<file path="config.mk">
export PLATFORM = sky130hd
export DESIGN_NAME = baud16_gen
export DESIGN_NICKNAME = d
export VERILOG_FILES = /design/src/rtl/baud16_pkg.sv /design/src/rtl/baud16_latch.sv /design/src/rtl/baud16_ctr.sv /design/src/rtl/baud16_gen.sv
export SDC_FILE = /design/constraint.sdc
export NUM_CORES = 1
export LEC_CHECK = 0
export BUFFER_PORTS_ARGS = -buffer_cell sky130_fd_sc_hd__buf_2
export CORE_MARGIN = 2
export CORE_UTILIZATION = 49
export CTS_CLUSTER_DIAMETER = 100
export DETAILED_ROUTE_END_ITERATION = 8
export HOLD_SLACK_MARGIN = 0.15
export PLACE_DENSITY_LB_ADDON = 0.05
export SKIP_CTS_REPAIR_TIMING = 1
export SLEW_MARGIN = 20
export SYNTH_ARGS = -nofsm -noshare
export SYNTH_HDL_FRONTEND = slang
export SYNTH_HIERARCHICAL = 1
export SYNTH_SLANG_ARGS = --single-unit
</file>
<file path="constraint.sdc">
create_clock -name clk -period 2.1 [get_ports clk]
set_clock_uncertainty 0.05 [all_clocks]
set_input_delay 0.42 -clock clk [delete_from_list [all_inputs] [get_ports clk]]
set_output_delay 0.42 -clock clk [all_outputs]
set_load 0.05 [all_outputs]
</file>
<file path="src/rtl/baud16_pkg.sv">
package baud16_pkg;

    localparam int unsigned BYTE_W_DEF = 8;
    localparam int unsigned LANES_DEF  = 2;

    // Action the tick counter takes on the next edge.
    typedef enum logic [1:0] {
        ACT_IDLE = 2'd0,   // divisor zero: stay cleared
        ACT_LOAD = 2'd1,   // host wrote a latch: restart from new divisor
        ACT_WRAP = 2'd2,   // terminal count: emit tick, reload
        ACT_STEP = 2'd3    // plain decrement
    } ctr_act_e;

endpackage

</file>
<file path="src/rtl/baud16_latch.sv">
module baud16_latch #(
    parameter int unsigned BYTE_W = 8,
    parameter int unsigned LANES  = 2,
    localparam int unsigned DIV_W = BYTE_W * LANES
) (
    input  logic              clk,
    input  logic              rst_n,
    input  logic [LANES-1:0]  wr_en,
    input  logic [DIV_W-1:0]  wr_data,
    output logic [DIV_W-1:0]  div_q,
    output logic [DIV_W-1:0]  div_d
);

    typedef struct packed {
        logic [DIV_W-1:0] div;
    } latch_state_t;

    latch_state_t st_d, st_q;

    always_comb begin
        st_d = st_q;
        for (int i = 0; i < int'(LANES); i++) begin
            if (wr_en[i]) begin
                st_d.div[i*BYTE_W +: BYTE_W] = wr_data[i*BYTE_W +: BYTE_W];
            end
        end
    end

    always_ff @(posedge clk) begin
        if (!rst_n) begin
            st_q <= '0;
        end else begin
            st_q <= st_d;
        end
    end

    assign div_q = st_q.div;
    assign div_d = st_d.div;

    // One written byte lane per latch; the lane checks cover R2, R3 and R4.
    for (genvar g = 0; g < int'(LANES); g++) begin : g_lane_chk
        p_lane_write_r4 : assert property (@(posedge clk) disable iff (!rst_n)
            wr_en[g] |=> div_q[g*BYTE_W +: BYTE_W] == $past(wr_data[g*BYTE_W +: BYTE_W]));
        p_lane_hold_r2 : assert property (@(posedge clk) disable iff (!rst_n)
            !wr_en[g] |=> $stable(div_q[g*BYTE_W +: BYTE_W]));
    end

endmodule

</file>
<file path="src/rtl/baud16_ctr.sv">
module baud16_ctr
    import baud16_pkg::*;
#(
    parameter int unsigned CNT_W = 16
) (
    input  logic             clk,
    input  logic             rst_n,
    input  logic             load,
    input  logic [CNT_W-1:0] load_val,
    input  logic [CNT_W-1:0] div,
    output logic             tick
);

    localparam logic [CNT_W-1:0] ONE = CNT_W'(1);

    typedef struct packed {
        logic [CNT_W-1:0] cnt;
        logic             tick;
    } ctr_state_t;

    ctr_state_t st_d, st_q;
    ctr_act_e   act;

    // Priority: host write, then unprogrammed divisor, then terminal count.
    always_comb begin
        if (load) begin
            act = ACT_LOAD;
        end else if (div == '0) begin
            act = ACT_IDLE;
        end else if (st_q.cnt <= ONE) begin
            act = ACT_WRAP;
        end else begin
            act = ACT_STEP;
        end
    end

    always_comb begin
        st_d = st_q;
        unique case (act)
            ACT_LOAD: begin
                st_d.cnt  = load_val;
                st_d.tick = 1'b0;
            end
            ACT_IDLE: begin
                st_d.cnt  = '0;
                st_d.tick = 1'b0;
            end
            ACT_WRAP: begin
                st_d.cnt  = div;
                st_d.tick = 1'b1;
            end
            default: begin
                st_d.cnt  = st_q.cnt - ONE;
                st_d.tick = 1'b0;
            end
        endcase
    end

    always_ff @(posedge clk) begin
        if (!rst_n) begin
            st_q <= '0;
        end else begin
            st_q <= st_d;
        end
    end

    assign tick = st_q.tick;

    p_load_restart_r8 : assert property (@(posedge clk) disable iff (!rst_n)
        load |=> (!tick && st_q.cnt == $past(load_val)));
    p_zero_silent_r7 : assert property (@(posedge clk) disable iff (!rst_n)
        (!load && div == '0) |=> !tick);
    p_unity_each_r6 : assert property (@(posedge clk) disable iff (!rst_n)
        (!load && div == ONE && st_q.cnt == ONE) |=> tick);
    p_cnt_range_r9 : assert property (@(posedge clk) disable iff (!rst_n)
        (div != '0) |-> (st_q.cnt != '0 && st_q.cnt <= div));
    p_tick_reload_r5 : assert property (@(posedge clk) disable iff (!rst_n)
        tick |-> st_q.cnt == div);

endmodule

</file>
<file path="src/rtl/baud16_gen.sv">
module baud16_gen
    import baud16_pkg::*;
#(
    parameter int unsigned BYTE_W = BYTE_W_DEF,
    localparam int unsigned LANES = LANES_DEF,
    localparam int unsigned DIV_W = BYTE_W * LANES
) (
    input  logic              clk,
    input  logic              rst_n,
    input  logic              wr_lo,
    input  logic [BYTE_W-1:0] lo_wdata,
    input  logic              wr_hi,
    input  logic [BYTE_W-1:0] hi_wdata,
    output logic [BYTE_W-1:0] rd_lo,
    output logic [BYTE_W-1:0] rd_hi,
    output logic              tick
);

    logic [LANES-1:0] wr_en;
    logic [DIV_W-1:0] wr_data;
    logic [DIV_W-1:0] div_q;
    logic [DIV_W-1:0] div_d;

    assign wr_en   = {wr_hi, wr_lo};
    assign wr_data = {hi_wdata, lo_wdata};

    baud16_latch #(
        .BYTE_W (BYTE_W),
        .LANES  (LANES)
    ) u_latch (
        .clk     (clk),
        .rst_n   (rst_n),
        .wr_en   (wr_en),
        .wr_data (wr_data),
        .div_q   (div_q),
        .div_d   (div_d)
    );

    baud16_ctr #(
        .CNT_W (DIV_W)
    ) u_ctr (
        .clk      (clk),
        .rst_n    (rst_n),
        .load     (|wr_en),
        .load_val (div_d),
        .div      (div_q),
        .tick     (tick)
    );

    assign rd_lo = div_q[0 +: BYTE_W];
    assign rd_hi = div_q[BYTE_W +: BYTE_W];

    p_reset_clear_r1 : assert property (@(posedge clk) disable iff (!rst_n)
        $rose(rst_n) |-> (!tick && rd_lo == '0 && rd_hi == '0));
    p_hi_hold_r3 : assert property (@(posedge clk) disable iff (!rst_n)
        !wr_hi |=> $stable(rd_hi));

endmodule

</file>
### Word-level counts from Yosys, hierarchy flattened

Cells that the tools add are included.

* equality and inequality tests: 2
* add/subtract/negate cells: 1
* reductions and logical operators: 3
* mux-type cells: 6
* magnitude comparators: 1

Operators with widths (number)
* $pmux W17 S3: 1
* $le A16 B1 Y1 const B: 1
* $logic_not A16 Y1: 1
* $mux W8: 2
* $sub A16 B1 Y16 const B: 1
* $mux W2: 2
* $eq A2 B1 Y1 const B: 1
* $eq A2 B2 Y1 const B: 1
* $logic_not A2 Y1: 1
* $reduce_or A2 Y1: 1
* $mux W1: 1

* flip-flop bits (word level): 33
* logic and storage cells: 16
* output and inout bits: 17
* bits of input ports: 20

### Longest topological paths before layout

Gate-level depths: netlist of the first run.

* word-level depth: 6
* mapped depth: 8
* gate-level depth less buffers: 7

### Cells and area by module

Netlist of the first run, hierarchy kept.

Modules (own cells, without submodules)
* baud16_ctr: area an instance 1063.5 um^2, seq. area each 340.3 um^2, cells each 127, times used 1
* baud16_latch: area an instance 691.9 um^2, seq. area each 320.3 um^2, cells each 51, times used 1
* baud16_gen: area an instance 6.3 um^2, seq. area each 0.0 um^2, cells each 1, times used 1

### Worst setup path before layout of the first run

Ideal clock, no wire load.

* path type: flip-flop to flip-flop
* start: reg u_latch.st_q, in the netlist u_latch/div_q[1]
* end: reg u_ctr/st_q[11] (netlist name)
* setup time: 95 ps
* clock period less this slack: 1989 ps
* stages on the path, launching flop included: 6
* path buffers: 1
* slack: 111 ps
* data required time: 1955 ps
* arrival time: 1843 ps
* cells stage by stage: dfxtp_1 > nor4_1 > a41oi_1 > clkbuf_1 > o21ai_0 > a221oi_1

* longest elaborated chain between the ends: 5
* elaborated cells on any way between the ends: 7

RTL lines
* start, declared: RTL line baud16_latch.sv:18 `latch_state_t st_d, st_q;`
* start signal, assigned: RTL line baud16_latch.sv:33 `st_q <= st_d;`
* $logic_not A16 Y1 *: RTL line baud16_ctr.sv:28 `end else if (div == '0) begin`
* $mux W2 *: RTL line baud16_ctr.sv:28
* $mux W2 *: RTL line baud16_ctr.sv:26 `if (load) begin`
* $eq A2 B2 Y1 (tied with other cells): RTL line baud16_ctr.sv:39 `unique case (act)`
* $pmux W17 S3 *: RTL line baud16_ctr.sv:39
* end signal, assigned: RTL line baud16_ctr.sv:63 `st_q <= st_d;`
* end, declared: RTL line baud16_ctr.sv:21 `ctr_state_t st_d, st_q;`

Mark *: on every way between the ends. The rest lies on a longest branch, timed or not.
A chain may end at the register's enable or synchronous reset.

### Final worst setup path of the first run

* start: reg u_ctr/st_q[2] (netlist name)
* end: reg u_ctr/st_q[9] (netlist name)

* longest elaborated chain between the ends: 6
* elaborated cells on any way between the ends: 9

RTL lines
* $le A16 B1 Y1: RTL line baud16_ctr.sv:30 `end else if (st_q.cnt <= ONE) begin`
* $mux W1: RTL line baud16_ctr.sv:30
* $mux W2: RTL line baud16_ctr.sv:28
* $mux W2: RTL line baud16_ctr.sv:26
* $eq A2 B2 Y1 (tied with other cells): RTL line baud16_ctr.sv:39
* $pmux W17 S3 *: RTL line baud16_ctr.sv:39

Marked as above.

==> run summary, run 1 <==
• clock-pin slew of the registers on the worst-case setup and hold paths: 0.11 ns
• final weighted congestion in routability-driven placement: 0.814
• register bit count reported by yosys: 33
• area of the die: 4090 um^2
• number of routed nets with antenna violations: 0
• DRC violations left: 0
• 1st-iter DRT viols: 103
• Critical Path Start Type: flop
• setup repair after global routing missed its margin: no
• outcome: finished clean
• class of the tightest hold or removal check: input pin to flop
• num ports: 37
• Synth Instances: 179
• clock tree from TritonCTS: done
• leading cell type in the layout, fill and taps excluded: sky130_fd_sc_hd__buf_2
• fin crit share: 0.936
• wire length reported by the detailed router: 3950 um
• number of violations of the max-capacitance limit: 0
• leading cell types in the layout, fill and taps excluded: sky130_fd_sc_hd__buf_2 (36), sky130_fd_sc_hd__dfxtp_1 (32), sky130_fd_sc_hd__nand2_1 (18)
• setup TNS: 0 ns
• proportion of synthesized chip area in sequential cells: 0.375
• required time of the critical path: 2.30 ns
• die extent in y: 64.0 um
• net total in the final layout: 239
• Max Clk Rate: 509 MHz
• H-tree level count: 2
• per-cell routed wire length: 15.0 um
• total half-perimeter wirelength after legalization and detailed placement: 3050 um
• hold violation count in the final report: 0
• synthesized net count: 201
• maximum vdd ir drop: 0.450 mV
• fin util: 0.605
• number of warnings printed during yosys synthesis: 6
• TritonCTS Buffers: 5
• Cell Rows: 21
• Post-Syn Area per Cell: 9.84 um^2
• PD cells: 762 nW/um^2
• via count of the routed design: 1445
• max-slew violation count: 0
• area grow syn2layout: 16.5%
• crit path time final: 1.97 ns
• wire length of the first global-routing pass: 6600 um
• post-synthesis cell area: 1760 um^2
• Clock Root Buffer: sky130_fd_sc_hd__clkbuf_4
• CTS max path bufs: 2
• largest net degree at the start of global routing: 20
• insertion delay of the later-clocked pin in the worst-skew pair: 0.35 ns
• number of search-and-repair iterations in the first detailed-routing pass: 5
• starting utilization of the core area: 0.520
• final setup violating endpoints: 0
• DP Cell Count: 256
• arrival time at the worst endpoint: 2.17 ns
• Remaining Overflow, GRT: 0
• Finished Layout Cells: 264
• share of the synthesized area in the top cell type: 0.375
• Critical-path top delay cell: sky130_fd_sc_hd__dfxtp_1
• via count of the first global-routing pass: 1330
• Lkg Pwr: 0.901 nW
• endpoint class of the critical path: flop
• antenna diode count: 0
• largest fanout on the critical path: 4
• via density per instance: 5.47
• CTS Sinks: 33
• ranking of synthesized cells by area: sky130_fd_sc_hd__dfxtp_1 (38%), sky130_fd_sc_hd__mux2_4 (14%), sky130_fd_sc_hd__a221oi_1 (6.5%)
• cells traversed along the worst timing path: inv_1, ha_2, nor3b_4, nand2_1, or3_1, xor2_1, a221oi_1
• share of layout cells above drive strength 1: 0.344
• Horiz. Die Dim: 64.0 um
• antenna violations before repair: 0
• overall fraction of global-route tracks in use: 0.214
• actual transition at the worst max-transition pin: 0.412 ns
• critical path's largest stage delay: 0.35 ns
• number of buffers inserted by port buffering: 36
• Crit Path Category: flop to flop
• Max-slew headroom: 0.725
• distinct cell type count after synthesis: 36
• top cell type by total area after synthesis: sky130_fd_sc_hd__dfxtp_1
• core outline area: 3390 um^2
## cells in the mapped netlist (all sizes together)
library cell	n
nor4	7
nor2b	1
nor3	3
or2	2
and3	1
xnor2	6
a41oi	1
a211oi	2
a2111oi	1
nand4b	1
nand3	3
or3	2
mux2i	1
o21bai	1
a221oi	13
and2	17
buf	4
a21oi	3
inv	4
nor2	5
xor2	6
dfxtp	33
nor3b	2
nand2	18
mux2	16
o31ai	1
clkbuf	6
o31a	1
ha	2
o21ai	16
## worst paths after layout
kind / startpoint / to / slack [ns] / cells past startpoint
setup / recovery: u_ctr/st_q[2]$_SDFF_PN0_ / u_ctr/st_q[9]$_SDFF_PN0_ / 0.13 / 7
hold / removal: lo_wdata[2] / u_latch/div_q[2]$_SDFF_PN0_ / 0.35 / 3
setup reg to reg: u_ctr/st_q[2]$_SDFF_PN0_ / u_ctr/st_q[9]$_SDFF_PN0_ / 0.13 / 7
hold reg to reg: u_ctr/st_q[1]$_SDFF_PN0_ / u_ctr/st_q[1]$_SDFF_PN0_ / 0.49 / 1
## cells by family (layout without fill, tap and decap cells)
| kind of cell | Yosys count | after routing | share of synthesized area |
|---|---|---|---|
| mux | 17 | 17 | 0.142 |
| buf+inv | 14 | 53 | 0.0469 |
| simple gates | 62 | 62 | 0.212 |
| flops | 33 | 33 | 0.375 |
| compound gates | 39 | 39 | 0.151 |
| fa+ha+maj | 2 | 2 | 0.0142 |
| xor+xnor | 12 | 12 | 0.0597 |
## power breakdown
part           leakage (nW)  internal, mW  switching (mW)
Sequential            0.273         0.674          0.0592
Clock                0.0413         0.194           0.214
Combinational         0.587         0.187           0.236
Total                 0.901          1.06           0.509
## area by class of cell
type	count	area (um^2)
clock buffers	7	65.1
clock inverters	1	5.00
fillers	307	1340
inverters	4	15.0
multi-input cells	132	1030
flip-flops and latches	33	662
well taps	46	57.6
repair buffers	41	218
## sequential cells by signal (all words and copies together), names as in the netlist
register	cells
u_ctr/st_q	16
u_latch/div_q	16
u_ctr/tick	1
## stage by stage
step                setup WS (ns)  area (um^2)  hold slack, ns  power, mW
floorplan                   0.111         1760           0.492       1.06
global placement            0.121         1970           0.551       1.15
detailed placement         0.0401         1970           0.556       1.16
CTS                        0.0246         2040           0.335       1.57
global route             0.000547         2050           0.343       1.65
finish                      0.133         2050           0.354       1.56
## routing by layer
metal / GRT usage / share of wire / vias to the layer above
li1: - / - / 726
met1: 0.299 / 0.49 / 662
met2: 0.311 / 0.44 / 51
met3: 0.0599 / 0.056 / 6
met4: 0.0815 / 0.017 / 0
met5: 0 / 0 / -
## worst max-delay path: cells and delay by family, from the launching register on
family          cells  cell delay (ns)
compound gates      1             0.28
xor+xnor            1             0.15
fa+ha+maj           1             0.22
buf+inv             1             0.09
flops               1             0.35
simple gates        3             0.74
(Power assumes the default switching activity.)
==> run 2, diff against run 1 <==
- RECOVER_POWER: unset -> 50
==> run summary, run 2 (synthesized netlist as in run 1, its figures left out) <==
• outcome: finished clean
• endpoint class of the critical path: flop
• class of the tightest hold or removal check: input pin to flop
• CTS max path bufs: 2, unchanged
• start point of the critical path: u_ctr/st_q[2]$_SDFF_PN0_
• Crit Path Category: flop to flop
• area grow syn2layout: 12.5%
• share of layout cells above drive strength 1: 0.234, -0.110
• worst setup slack for register-to-register paths: 0.13 ns, about the same
• insertion delay of the later-clocked pin in the worst-skew pair: 0.35 ns, about the same
• cells traversed along the worst timing path: inv_1, ha_2, nor3b_4, nand2_1, or3_1, xor2_1, a221oi_1
• Critical-path top delay cell: sky130_fd_sc_hd__dfxtp_1
• arrival time at the worst endpoint: 2.17 ns, about the same
• fillcell total: 315, +2.6%
• Crit path depth: 7, unchanged
• max-slew violation count: 0, unchanged
• combinational share of power: 0.259, -0.012
• num ports: 37, unchanged
• TritonCTS Buffers: 5, unchanged
• Lkg Pwr: 0.818 nW, -9.3%
• wire length reported by the detailed router: 3980 um, +0.84%
• reg-to-reg startpoint: u_ctr/st_q[2]$_SDFF_PN0_
• final setup violating endpoints: 0, unchanged
• number of violations of the max-capacitance limit: 0, unchanged
• final weighted congestion in routability-driven placement: 0.814, unchanged
• total half-perimeter wirelength after legalization and detailed placement: 3050 um, unchanged
• fin util: 0.585, -0.0207
• fin worst setup slack: 0.132 ns, -0.00145 ns
• number of cell instances on the worst register-to-register path: 7, unchanged
• core outline area: 3390 um^2, unchanged
• H-tree level count: 2, unchanged
• Finished Layout Cells: 264, unchanged
• Max Clk Rate: 508 MHz, about the same
• Critical Path Start Type: flop
• maximum vdd ir drop: 0.421 mV, -6.5%
• total design power: 1.54 mW, -1.5%
• 1st-iter DRT viols: 116, +13%
• number of routed nets with antenna violations: 0, unchanged
• DRC violations left: 0, unchanged
• power dissipated by switching net loads: 507 uW, -0.28%
• area of the die: 4090 um^2, unchanged
• largest fanout on the critical path: 4, unchanged
• design internal power: 1.03 mW, -2.1%
• starting utilization of the core area: 0.520, unchanged
• critical path's largest stage delay: 0.35 ns, about the same
• Remaining Overflow, GRT: 0, unchanged
• proportion of power drawn by the clock network: 0.265, +0.004
• Clock Root Buffer: sky130_fd_sc_hd__clkbuf_4
• antenna violations before repair: 0, unchanged
• via count of the routed design: 1442, -0.21%
• CTS Sinks: 33, unchanged
• cell type group with the largest total delay on the critical path: simple AND/OR/NAND/NOR gates
• leading cell type in the layout, fill and taps excluded: sky130_fd_sc_hd__dfxtp_1
• antenna diode count: 0, unchanged
• largest net degree at the start of global routing: 20, unchanged
• Horiz. Die Dim: 64.0 um, unchanged
• leading cell types in the layout, fill and taps excluded: sky130_fd_sc_hd__dfxtp_1 (32), sky130_fd_sc_hd__buf_2 (28), sky130_fd_sc_hd__nand2_1 (18)
• worst slack, placed: 0.0401 ns, unchanged
• via density per instance: 5.46, -0.21%
• per-cell routed wire length: 15.1 um, +0.84%
• PD cells: 777 nW/um^2, +2.0%
• crit path time final: 1.97 ns, +0.00145 ns
• worst hold-check slack: 0.357 ns, +0.00337 ns
• clock-pin slew of the registers on the worst-case setup and hold paths: 0.11 ns, about the same
• Critical path destination: u_ctr/st_q[9]$_SDFF_PN0_
• die extent in y: 64.0 um, unchanged
• post-layout instance area: 1980 um^2, -3.4%
• wire length of the first global-routing pass: 6600 um, unchanged
• sequential fraction of design power: 0.475, +0.006
• setup TNS: 0 ns, unchanged
• end of the worst register-to-register path: u_ctr/st_q[9]$_SDFF_PN0_
• fraction of power spent switching nets: 0.329, +0.00409
• via count of the first global-routing pass: 1330, unchanged
• Cell Rows: 21, unchanged
• total cell area at the placement stage: 1970 um^2, unchanged
• clock tree from TritonCTS: done
• number of search-and-repair iterations in the first detailed-routing pass: 5, unchanged
• Max-slew headroom: 0.589, -0.136
• number of buffers inserted by port buffering: 36, unchanged
• actual transition at the worst max-transition pin: 0.619 ns, +0.207 ns
• fin crit share: 0.937, about the same
• required time of the critical path: 2.30 ns, about the same
• DP Cell Count: 256, unchanged
• hold violation count in the final report: 0, unchanged
• Crit path buffers/inverters: 1, unchanged
• net total in the final layout: 239, unchanged
• setup repair after global routing missed its margin: no
• overall fraction of global-route tracks in use: 0.214, unchanged
==> run 2: changes by cell type in the layout (fill, tap and decap cells not counted), sizes merged <==
cell	change
buf	-10
clkbuf	+10
==> run 2: area by class of cell <==
class,instances,area [um^2],area share
multi-input combinational,132,977,0.493
sequential,33,662,0.334
timing repair buffer,41,200,0.101
clock buffer,7,65.1,0.0328
tap,46,57.6,0.0290
inverter,4,15.0,0.00758
clock inverter,1,5.00,0.00253
==> run 2: power by group through the flow <==
stage               combinational, mW  clock, mW  sequential (mW)
floorplan                       0.261          0            0.797
global placement                0.410          0            0.744
detailed placement              0.413          0            0.746
CTS                             0.416      0.420            0.731
global route                    0.440      0.445            0.740
finish                          0.399      0.409            0.732
==> run 2: worst min path at each step <==
stage / start / depth (start not counted) / to / slack [ns]
2_1_floorplan: rst_n / 1 / u_latch/div_q[0]$_SDFF_PN0_ / 0.49
3_3_place_gp: u_ctr/st_q[1]$_SDFF_PN0_ / 1 / u_ctr/st_q[1]$_SDFF_PN0_ / 0.55
3_5_place_dp: u_ctr/st_q[16]$_SDFF_PN0_ / 2 / u_ctr/st_q[16]$_SDFF_PN0_ / 0.56
4_1_cts: lo_wdata[2] / 3 / u_latch/div_q[2]$_SDFF_PN0_ / 0.33
5_1_grt: lo_wdata[2] / 3 / u_latch/div_q[2]$_SDFF_PN0_ / 0.34
6_report: lo_wdata[2] / 3 / u_latch/div_q[2]$_SDFF_PN0_ / 0.36
==> run 2: per-layer routing <==
layer	GRT usage	share of wire
met1	0.299	0.49
met2	0.311	0.43
met3	0.0599	0.060
met4	0.0815	0.017
met5	0	0
==> run 2: worst register-to-register path: cells and delay by family (launching register included) <==
kind,cells,cell delay [ns]
AO/OA/AOI/OAI,1,0.28
XOR/XNOR,1,0.15
adder cells (fa/ha/maj),1,0.22
buffers and inverters,1,0.09
flip-flops,1,0.35
AND/OR/NAND/NOR,3,0.75
==> run 3, diff against run 2 <==
- CORE_UTILIZATION: 49 -> 25
==> run summary, run 3 (synthesized netlist as in run 1, its figures left out) <==
• actual transition at the worst max-transition pin: 0.611 ns, -0.00761 ns
• hold worst-path end: u_latch/div_q[1]$_SDFF_PN0_
• hold violation count in the final report: 0, unchanged
• Clock Root Buffer: sky130_fd_sc_hd__clkbuf_8
• overall fraction of global-route tracks in use: 0.140, -0.0740
• 1st-iter DRT viols: 85, -27%
• number of search-and-repair iterations in the first detailed-routing pass: 4, -1
• insertion delay of the later-clocked pin in the worst-skew pair: 0.28 ns, -0.07 ns
• starting utilization of the core area: 0.259, -0.260
• antenna diode count: 0, unchanged
• wire length reported by the detailed router: 4930 um, +24%
• H-tree level count: 2, unchanged
• core outline area: 6790 um^2, +100%
• leading cell types in the layout, fill and taps excluded: sky130_fd_sc_hd__dfxtp_1 (33), sky130_fd_sc_hd__buf_2 (27), sky130_fd_sc_hd__nand2_1 (18)
• Finished Layout Cells: 320, +21%
• area grow syn2layout: 19.7%
• DRC violations left: 0, unchanged
• number of violations of the max-capacitance limit: 0, unchanged
• Crit Path Category: flop to flop
• Max Clk Rate: 502 MHz, -1.2%
• CTS max path bufs: 2, unchanged
• worst setup slack for register-to-register paths: 0.11 ns, -0.02 ns
• CTS Sinks: 33, unchanged
• max-slew violation count: 0, unchanged
• Critical Path Start Type: flop
• leading cell type in the layout, fill and taps excluded: sky130_fd_sc_hd__dfxtp_1
• reg-to-reg startpoint: u_ctr/st_q[4]$_SDFF_PN0_
• maximum vdd ir drop: 0.221 mV, -47%
• worst hold-check slack: 0.441 ns, +0.0839 ns
• via density per instance: 4.63, -15%
• number of cell instances on the worst register-to-register path: 5, -2
• fin crit share: 0.948, +0.0111
• area of the die: 7730 um^2, +89%
• outcome: finished clean
• end of the worst register-to-register path: u_ctr/st_q[14]$_SDFF_PN0_
• TritonCTS Buffers: 5, unchanged
• class of the tightest hold or removal check: input pin to flop
• largest fanout on the critical path: 5, +1
• net total in the final layout: 245, +2.5%
• final weighted congestion in routability-driven placement: 0.776, -4.7%
• die extent in y: 87.9 um, +37%
• arrival time at the worst endpoint: 2.09 ns, -0.08 ns
• via count of the first global-routing pass: 1586, +19%
• Lkg Pwr: 0.844 nW, +3.2%
• total design power: 1.63 mW, +5.5%
• share of layout cells above drive strength 1: 0.241, +0.00713
• final setup violating endpoints: 0, unchanged
• antenna violations before repair: 0, unchanged
• Horiz. Die Dim: 87.9 um, +37%
• number of buffers inserted by port buffering: 36, unchanged
• endpoint class of the critical path: flop
• setup repair after global routing missed its margin: no
• launch point of the worst hold path: lo_wdata[1]
• DP Cell Count: 312, +22%
• via count of the routed design: 1480, +2.6%
• number of routed nets with antenna violations: 0, unchanged
• total half-perimeter wirelength after legalization and detailed placement: 3820 um, +25%
• clock-pin slew of the registers on the worst-case setup and hold paths: 0.07 ns, -0.04 ns
• Cell Rows: 30, +43%
• required time of the critical path: 2.20 ns, -0.10 ns
• Worst Hold Depth: 3, unchanged
• setup TNS: 0 ns, unchanged
• per-cell routed wire length: 15.4 um, +2.1%
• largest net degree at the start of global routing: 19, -5.0%
• wire length of the first global-routing pass: 8180 um, +24%
• PD cells: 771 nW/um^2, -0.84%
• Remaining Overflow, GRT: 0, unchanged
• Max-slew headroom: 0.594, +0.00505
• num ports: 37, unchanged
• crit path time final: 1.99 ns, +0.0233 ns
• clock tree from TritonCTS: done
-- run 3: layout make-up --
cell class | instances | area [um^2]
fillers | 734 | 4680
multi-input cells | 132 | 990
flip-flops and latches | 33 | 661
repair buffers | 47 | 244
well taps | 96 | 120
clock buffers | 8 | 80.1
inverters | 4 | 15.0
-- run 3: per-stage QoR --
| stage | worst slack (ns) | utilization | cell area [um^2] |
|---|---|---|---|
| global placement | 0.0160 | 0.306 | 2080 |
| detailed placement | 0.00747 | 0.306 | 2080 |
| global route | 0.0249 | 0.310 | 2110 |
| finish | 0.109 | 0.310 | 2110 |
| CTS | -0.0160 | 0.317 | 2160 |
| floorplan | 0.111 | - | 1760 |
-- run 3: worst max-delay path by stage --
stage,start,endpoint,slack (ns),cells after the start
after global placement,u_ctr/st_q[2]$_SDFF_PN0_,u_ctr/st_q[9]$_SDFF_PN0_,0.02,7
after global routing,u_ctr/st_q[4]$_SDFF_PN0_,u_ctr/st_q[14]$_SDFF_PN0_,0.02,5
final,u_ctr/st_q[4]$_SDFF_PN0_,u_ctr/st_q[14]$_SDFF_PN0_,0.11,5
after detailed placement,u_ctr/st_q[2]$_SDFF_PN0_,u_ctr/st_q[9]$_SDFF_PN0_,0.007,7
after CTS,u_ctr/st_q[2]$_SDFF_PN0_,u_ctr/st_q[9]$_SDFF_PN0_,-0.02,7
after floorplan,u_latch/div_q[1]$_SDFF_PN0_,u_ctr/st_q[11]$_SDFF_PN0_,0.11,5
-- run 3: worst max-delay path, cell delays in order (launching register included) --
cell and delay [ns]:
sky130_fd_sc_hd__dfxtp_1 0.39, sky130_fd_sc_hd__nor4_4 0.35, sky130_fd_sc_hd__nand3_1 0.17, sky130_fd_sc_hd__or3_1 0.35
sky130_fd_sc_hd__xor2_1 0.17, sky130_fd_sc_hd__a221oi_1 0.39
-- run 3: where the power goes --
| part | switching, mW | leakage [nW] | internal [mW] |
|---|---|---|---|
| registers | 0.0550 | 0.273 | 0.674 |
| clock network | 0.223 | 0.0395 | 0.235 |
| logic | 0.256 | 0.532 | 0.181 |
-- run 3: routing by layer --
metal	vias to the layer above	GRT usage	share of wire
met5	-	0	0
met4	0	0.0420	0.0071
li1	734	-	-
met1	687	0.197	0.50
met3	4	0.0292	0.052
met2	55	0.214	0.44
